File: src/rtl/owd_pkg.sv
package owd_pkg;

    typedef enum logic {
        FS_BLOCKED = 1'b0,
        FS_FORWARD = 1'b1
    } fwd_state_t;

    typedef enum logic [1:0] {
        TGT_NONE = 2'b00,
        TGT_RAM  = 2'b01,
        TGT_PCI  = 2'b10,
        TGT_CPU  = 2'b11
    } tgt_t;

    localparam logic SEL_MASK = 1'b0;
    localparam logic SEL_CTRL = 1'b1;
    localparam logic [1:0] FWD_CODE_ON = 2'b01;

endpackage

File: src/rtl/owd_ctrl.sv
module owd_ctrl
    import owd_pkg::*;
#(
    parameter int DATA_W     = 32,
    parameter int NUM_CHUNKS = 32,
    parameter int FWD_LSB    = 7
) (
    input  logic                  clk,
    input  logic                  rst_n,
    input  logic                  cfg_we,
    input  logic                  cfg_sel,
    input  logic [DATA_W-1:0]     cfg_wdata,
    output logic                  fwd_on,
    output logic [NUM_CHUNKS-1:0] win_mask
);
    // first and last chunk can never be opened
    localparam logic [NUM_CHUNKS-1:0] KEEP = {1'b0, {(NUM_CHUNKS-2){1'b1}}, 1'b0};

    fwd_state_t state_q, state_d;
    logic       ctrl_wr;
    logic [1:0] fwd_field;

    assign ctrl_wr   = cfg_we && (cfg_sel == SEL_CTRL);
    assign fwd_field = cfg_wdata[FWD_LSB+1:FWD_LSB];

    // next state
    always_comb begin
        state_d = state_q;
        if (ctrl_wr) begin
            unique case (state_q)
                FS_BLOCKED: if (fwd_field == FWD_CODE_ON) state_d = FS_FORWARD; // T_ENABLE
                FS_FORWARD: if (fwd_field != FWD_CODE_ON) state_d = FS_BLOCKED; // T_DISABLE
            endcase
        end
    end

    // state register
    always_ff @(posedge clk or negedge rst_n) begin
        if (!rst_n) state_q <= FS_BLOCKED;
        else        state_q <= state_d;
    end

    // outputs
    always_comb begin
        fwd_on = (state_q == FS_FORWARD);
    end

    always_ff @(posedge clk or negedge rst_n) begin
        if (!rst_n)
            win_mask <= '0;
        else if (cfg_we && (cfg_sel == SEL_MASK))
            win_mask <= cfg_wdata[NUM_CHUNKS-1:0] & KEEP;
    end

    AST_ENABLE_NEXT: assert property (@(posedge clk) disable iff (!rst_n)
        (ctrl_wr && fwd_field == FWD_CODE_ON) |=> fwd_on);
    AST_DISABLE_NEXT: assert property (@(posedge clk) disable iff (!rst_n)
        (ctrl_wr && fwd_field != FWD_CODE_ON) |=> !fwd_on);
    AST_HOLD_NO_WRITE: assert property (@(posedge clk) disable iff (!rst_n)
        !cfg_we |=> ($stable(win_mask) && $stable(fwd_on)));

endmodule

File: src/rtl/owd_out_dec.sv
module owd_out_dec #(
    parameter int ADDR_W     = 32,
    parameter int CHUNK_LOG2 = 23,
    parameter int CHUNK_W    = 5,
    parameter int NUM_CHUNKS = 32
) (
    input  logic                  clk,
    input  logic                  rst_n,
    input  logic                  fwd_on,
    input  logic [NUM_CHUNKS-1:0] win_mask,
    input  logic [ADDR_W-1:0]     addr,
    output logic                  hit,
    output logic [CHUNK_W-1:0]    chunk
);
    logic               in_top;
    logic [CHUNK_W-1:0] idx;
    logic               unused_low;

    assign in_top     = (addr[ADDR_W-1:ADDR_W-4] == 4'hF);
    assign idx        = addr[CHUNK_LOG2+CHUNK_W-1:CHUNK_LOG2];
    assign unused_low = ^addr[CHUNK_LOG2-1:0];

    always_comb begin
        hit   = fwd_on && in_top && win_mask[idx];
        chunk = hit ? idx : '0;
    end

    AST_HIT_NEEDS_FWD: assert property (@(posedge clk) disable iff (!rst_n)
        hit |-> fwd_on);
    AST_HIT_INNER_CHUNK: assert property (@(posedge clk) disable iff (!rst_n)
        hit |-> (chunk != '0 && chunk != '1));
    AST_HIT_TOP_NIBBLE: assert property (@(posedge clk) disable iff (!rst_n)
        hit |-> (addr[ADDR_W-1:ADDR_W-4] == 4'hF));
    AST_MISS_ZERO_CHUNK: assert property (@(posedge clk) disable iff (!rst_n)
        !hit |-> (chunk == '0));

endmodule

File: src/rtl/owd_in_cls.sv
module owd_in_cls
    import owd_pkg::*;
#(
    parameter int              ADDR_W     = 32,
    parameter int              CHUNK_LOG2 = 23,
    parameter int              NUM_CHUNKS = 32,
    parameter logic [ADDR_W-1:0] CPU_BASE = 32'hFFF0_0000
) (
    input  logic              clk,
    input  logic              rst_n,
    input  logic [ADDR_W-1:0] addr,
    output tgt_t              tgt
);
    localparam logic [ADDR_W-1:0] WIN_BASE = {4'hF, {(ADDR_W-4){1'b0}}};
    localparam logic [ADDR_W-1:0] PCI_LO   = WIN_BASE + (ADDR_W'(1) << CHUNK_LOG2);
    localparam logic [ADDR_W-1:0] PCI_HI   = WIN_BASE + (ADDR_W'(NUM_CHUNKS-1) << CHUNK_LOG2);

    always_comb begin
        if (addr < PCI_LO)        tgt = TGT_RAM;
        else if (addr < PCI_HI)   tgt = TGT_PCI;
        else if (addr >= CPU_BASE) tgt = TGT_CPU;
        else                      tgt = TGT_NONE;
    end

    AST_LOW_IS_RAM: assert property (@(posedge clk) disable iff (!rst_n)
        (addr[ADDR_W-1:ADDR_W-4] != 4'hF) |-> (tgt == TGT_RAM));
    AST_CPU_AREA: assert property (@(posedge clk) disable iff (!rst_n)
        (addr[ADDR_W-1:ADDR_W-12] == 12'hFFF) |-> (tgt == TGT_CPU));
    AST_PCI_IN_TOP: assert property (@(posedge clk) disable iff (!rst_n)
        (tgt == TGT_PCI) |-> (addr[ADDR_W-1:ADDR_W-4] == 4'hF));

endmodule

File: src/rtl/outbound_window_decoder.sv
module outbound_window_decoder
    import owd_pkg::*;
#(
    parameter int ADDR_W     = 32,
    parameter int DATA_W     = 32,
    parameter int CHUNK_LOG2 = 23,
    parameter int FWD_LSB    = 7,
    parameter logic [ADDR_W-1:0] CPU_BASE = 32'hFFF0_0000
) (
    input  logic              clk,
    input  logic              rst_n,
    input  logic              cfg_we,
    input  logic              cfg_sel,
    input  logic [DATA_W-1:0] cfg_wdata,
    input  logic [ADDR_W-1:0] out_addr,
    output logic              out_hit,
    output logic [ADDR_W-5-CHUNK_LOG2:0] out_chunk,
    input  logic [ADDR_W-1:0] in_addr,
    output logic [1:0]        in_target
);
    localparam int CHUNK_W    = ADDR_W - 4 - CHUNK_LOG2;
    localparam int NUM_CHUNKS = 1 << CHUNK_W;

    logic                  fwd_on;
    logic [NUM_CHUNKS-1:0] win_mask;
    tgt_t                  tgt;

    owd_ctrl #(
        .DATA_W(DATA_W), .NUM_CHUNKS(NUM_CHUNKS), .FWD_LSB(FWD_LSB)
    ) u_ctrl (
        .clk(clk), .rst_n(rst_n), .cfg_we(cfg_we), .cfg_sel(cfg_sel),
        .cfg_wdata(cfg_wdata), .fwd_on(fwd_on), .win_mask(win_mask)
    );

    owd_out_dec #(
        .ADDR_W(ADDR_W), .CHUNK_LOG2(CHUNK_LOG2), .CHUNK_W(CHUNK_W), .NUM_CHUNKS(NUM_CHUNKS)
    ) u_out (
        .clk(clk), .rst_n(rst_n), .fwd_on(fwd_on), .win_mask(win_mask),
        .addr(out_addr), .hit(out_hit), .chunk(out_chunk)
    );

    owd_in_cls #(
        .ADDR_W(ADDR_W), .CHUNK_LOG2(CHUNK_LOG2), .NUM_CHUNKS(NUM_CHUNKS), .CPU_BASE(CPU_BASE)
    ) u_in (
        .clk(clk), .rst_n(rst_n), .addr(in_addr), .tgt(tgt)
    );

    assign in_target = tgt;

    AST_RESET_NO_HIT: assert property (@(posedge clk) disable iff (!rst_n)
        $rose(rst_n) |-> !out_hit);

endmodule

File: config.mk
export PLATFORM = sky130hd
export DESIGN_NAME = outbound_window_decoder
export DESIGN_NICKNAME = d
export VERILOG_FILES = /design/src/rtl/owd_pkg.sv /design/src/rtl/owd_ctrl.sv /design/src/rtl/owd_out_dec.sv /design/src/rtl/owd_in_cls.sv /design/src/rtl/outbound_window_decoder.sv
export SDC_FILE = /design/constraint.sdc
export NUM_CORES = 1
export LEC_CHECK = 0
export BUFFER_PORTS_ARGS = -buffer_cell sky130_fd_sc_hd__buf_2
export CAP_MARGIN = 10
export CORE_ASPECT_RATIO = 0.5
export CORE_MARGIN = 5
export CORE_UTILIZATION = 41
export DETAILED_ROUTE_END_ITERATION = 10
export PLACE_DENSITY = 0.79
export SLEW_MARGIN = 30
export SYNTH_ARGS = -nofsm -noshare
export SYNTH_HDL_FRONTEND = slang
export SYNTH_SLANG_ARGS = --single-unit
export TNS_END_PERCENT = 5
File: constraint.sdc
create_clock -name clk -period 1.7 [get_ports clk]
set_clock_uncertainty 0.15 [all_clocks]
set_input_delay 0.085 -clock clk [delete_from_list [all_inputs] [get_ports clk]]
set_output_delay 0.085 -clock clk [all_outputs]
set_load 0.03 [all_outputs]
==> results.md <==
- Final net count: 327
- Post-layout min period: around 2.2 ns
- Final Util: 0.661
- Power density normalized to cell area: 789 mW/mm^2
- Status: complete, but fails checks
- Number of top-level design ports: ~110
- Synth Cell Area: approximately 0.0016 sq mm
- DRC violations left: 0
- Library cell with the highest instance count after synthesis: mux2_2
- Pins over their slew limit: 0
- Share of synthesized cell area in full adder, half adder and majority cells: 0
- PnR Total Power: around 2000 uW
- Commonest cells in the netlist: mux2_2, dfrtp_1, mux2i_1
- Placer's final routability congestion estimate: a little under 0.8
- Overall overflow remaining after global route: 0
- Complex-gate fraction of the synthesized area: 0.0636
- Clock Latency Late Sink: approximately 0.28 ns
- Path length in cells of the critical path: 7
- Share of layout cells above drive strength 1: 0.553
- Setup repair after global routing missed its margin: true
- Floorplan die area: ~0.0053 sq mm
- CTS tree: built
- Share of the yosys chip area belonging to registers: 0.487
- Maximum vdd ir drop: 0.443 mV
- Non-filler cells in the finished layout: roughly 280
- Port Buffer Count: just over 60
- Failing checks: setup timing
- Flip-flop and latch count after synthesis: 31
- Maximum fanout along the worst path: 4
- Buffering stage count on the worst path with inverters included: 2
- Combinational family with the most area after synthesis: multiplexers
- Total via count in the routed design: around 1400
- Top post-synthesis cells by area: dfrtp_1, mux2_2, mux2i_1, nor3b_1, buf_6
- F_max: between 400 and 500 MHz
- CP dominant cell by count: buf_4
- Fraction of synthesized area in multiplexers: 0.325
- Data arrival time of the worst path: a little under 2 ns
- Number of distinct standard cells referenced by the synthesized netlist: 32
- Buffer type at the clock tree root: clkbuf_8
- Hold slack final: 0.202 ns
- Minimum setup slack in the final design: -0.490 ns
- Critical path type: reg2out
- Post-detailed-placement half-perimeter wirelength: 2.89 mm
- Number of DRC violations after detailed-routing iteration 0: 110
- Xor and xnor fraction of the mapped netlist area: 0
- Startpoint of the worst register-to-register path: u_ctrl.win_mask[13]
- Routed wire length: around 4.4 mm
- Largest net degree at the start of global routing: 32
- Syn nets: ~220
- Timing endpoint of the critical path: out_chunk[2]
- Die Ht: ~54 microns
- Most frequently used flop master after synthesis: dfrtp_1
- Yosys synthesis warning count: 0
- CP peak stage delay: roughly 0.48 ns
- Start point of the critical path: u_ctrl.win_mask[9]
- Critical path endpoint category: primary output
- CP Launch Type: flop
- Number of cells traversed by the worst register-to-register path: 2
- Max Buffers Root-to-Sink: 2
- Minimum setup slack after placement: -0.231 ns
- Min-delay worst type: in2async
- Slowest cell on the critical path: mux4_2
- Synthesized area per cell: between 10 and 15 sq um
- Tcrit/Tclk final: 1.29
- Vias in the first global route: approximately 1400
- Max-cap check violation count: 0
- Detailed Routing Iterations Pass 1: 4
- Largest area contributor in the netlist: dfrtp_1
- Share of the synthesized area in the top cell type: 0.487
- Reported leakage power: 0.00115 uW
- Req. time, crit path: ~1.5 ns
- H-tree level count: 2
- Slew at the pin closest to its max-slew limit: ~0.66 ns
- Setup violators final: 6
- Initial cell density of the core: 0.417
- Clock-pin slew reported for the worst setup and hold paths after clock tree synthesis: about 0.060 ns
- Async set or reset register ratio after synthesis: 1.00
- Area added between synthesis and finish: 58.8%
- EDFF count, synth: 0
- Crit-path leading delay family: multiplexers
- Terminus of the critical flop-to-flop path: u_ctrl.win_mask[13]
- Simple logic cell fraction of the synthesized area: 0.0958
- Total clock buffers created by CTS: 5
- Core region area: between 0.003 and 0.004 sq mm
- Detail-routed via count per cell: around 5.0
- Number of instances in the placed design: between 200 and 250
- Clock tree sinks: 31
- Width of the chip: ~98 microns
- DRT antenna net count: 0
- Global-route wire length before repair: between 7 and 8 mm
- Row count: 16
- GRT Resource Usage Total: 0.174
- Final count of hold timing violations: 0
- Gate Count Post-Synth: roughly 120
- Headroom to the max-slew limit: 0.563
- Antenna violations before repair: 0
- Routed len/inst: approximately 15 microns
- Antenna cell count: 0
- Critical path cell sequence: mux2i_1, mux4_2, nand3b_1, o31ai_2, buf_4, nor3b_2, buf_4
- FF-to-FF setup slack: just under 0.7 ns
==> worst min-delay path by stage <==
stage,start,to,slack (ns),cells after the start
after detailed placement,rst_n,u_ctrl.win_mask[29],0.006,1
final,rst_n,u_ctrl.win_mask[4],0.20,2
after floorplan,rst_n,u_ctrl.fwd_on,-0.36,0
after global routing,cfg_sel,u_ctrl.win_mask[30],0.23,4
after CTS,cfg_sel,u_ctrl.win_mask[20],0.21,4
after global placement,rst_n,u_ctrl.win_mask[29],-0.005,1
==> routing by layer <==
metal,part of all wire,vias up,GRT usage
li1,-,669,-
met5,0,-,0
met1,0.43,692,0.202
met2,0.50,41,0.321
met4,0.017,0,0.0635
met3,0.052,8,0.0453
==> registers in the layout, indices dropped and copies added, names as in the netlist <==
signal / cells
u_ctrl.win_mask: 30
u_ctrl.fwd_on: 1
==> per-stage QoR <==
step,area [sq um],setup TNS [ns]
final,2530,-2.59
after global routing,2530,-3.02
after CTS,2520,-2.28
after detailed placement,2040,-1.05
after global placement,2040,-0.782
after floorplan,1620,-0.294
==> kinds of logic (layout without fill, tap and decap cells) <==
group           Yosys count  count (layout)
buf+inv                   7             112
compound gates           13              13
flops                    31              31
simple gates             26              26
mux                      46              46
==> layout make-up <==
| type | count | area [sq um] |
|---|---|---|
| clock buffer | 8 | 100 |
| fill | 255 | 1290 |
| multi-input combinational | 85 | 833 |
| sequential | 31 | 776 |
| tap | 54 | 67.6 |
| timing repair buffer | 104 | 752 |
==> power by group <==
part | internal, uW | switching, uW
combinational | 281 | 174
sequential | 847 | 58.6
clock | 369 | 265
total | 1500 | 498
==> timing repair <==
action / 4_1_cts / 5_1_grt
endpoints found under the hold margin: 62 / 0
hold buffers: 33 / 0
pin swaps: 4 / 0
endpoints found under the setup margin: 6 / 6
buffers inserted: 1 / 0
resized for setup: 12 / 1
==> placed cells by master, fill, tap and decap left out, types with 2 or more instances in the layout <==
master / instances
buf_2: 56
mux2_2: 36
dlygate4sd3_1: 33
dfrtp_1: 31
buf_4: 12
mux2i_1: 9
clkbuf_8: 7
nor3b_2: 4
nand3_1: 3
nor2_1: 3
nand2_1: 3
nor2b_1: 2
o31ai_2: 2
nand4_1: 2
o21ai_0: 2
buf_12: 2
Note: power is estimated with default switching activity, not from simulation.
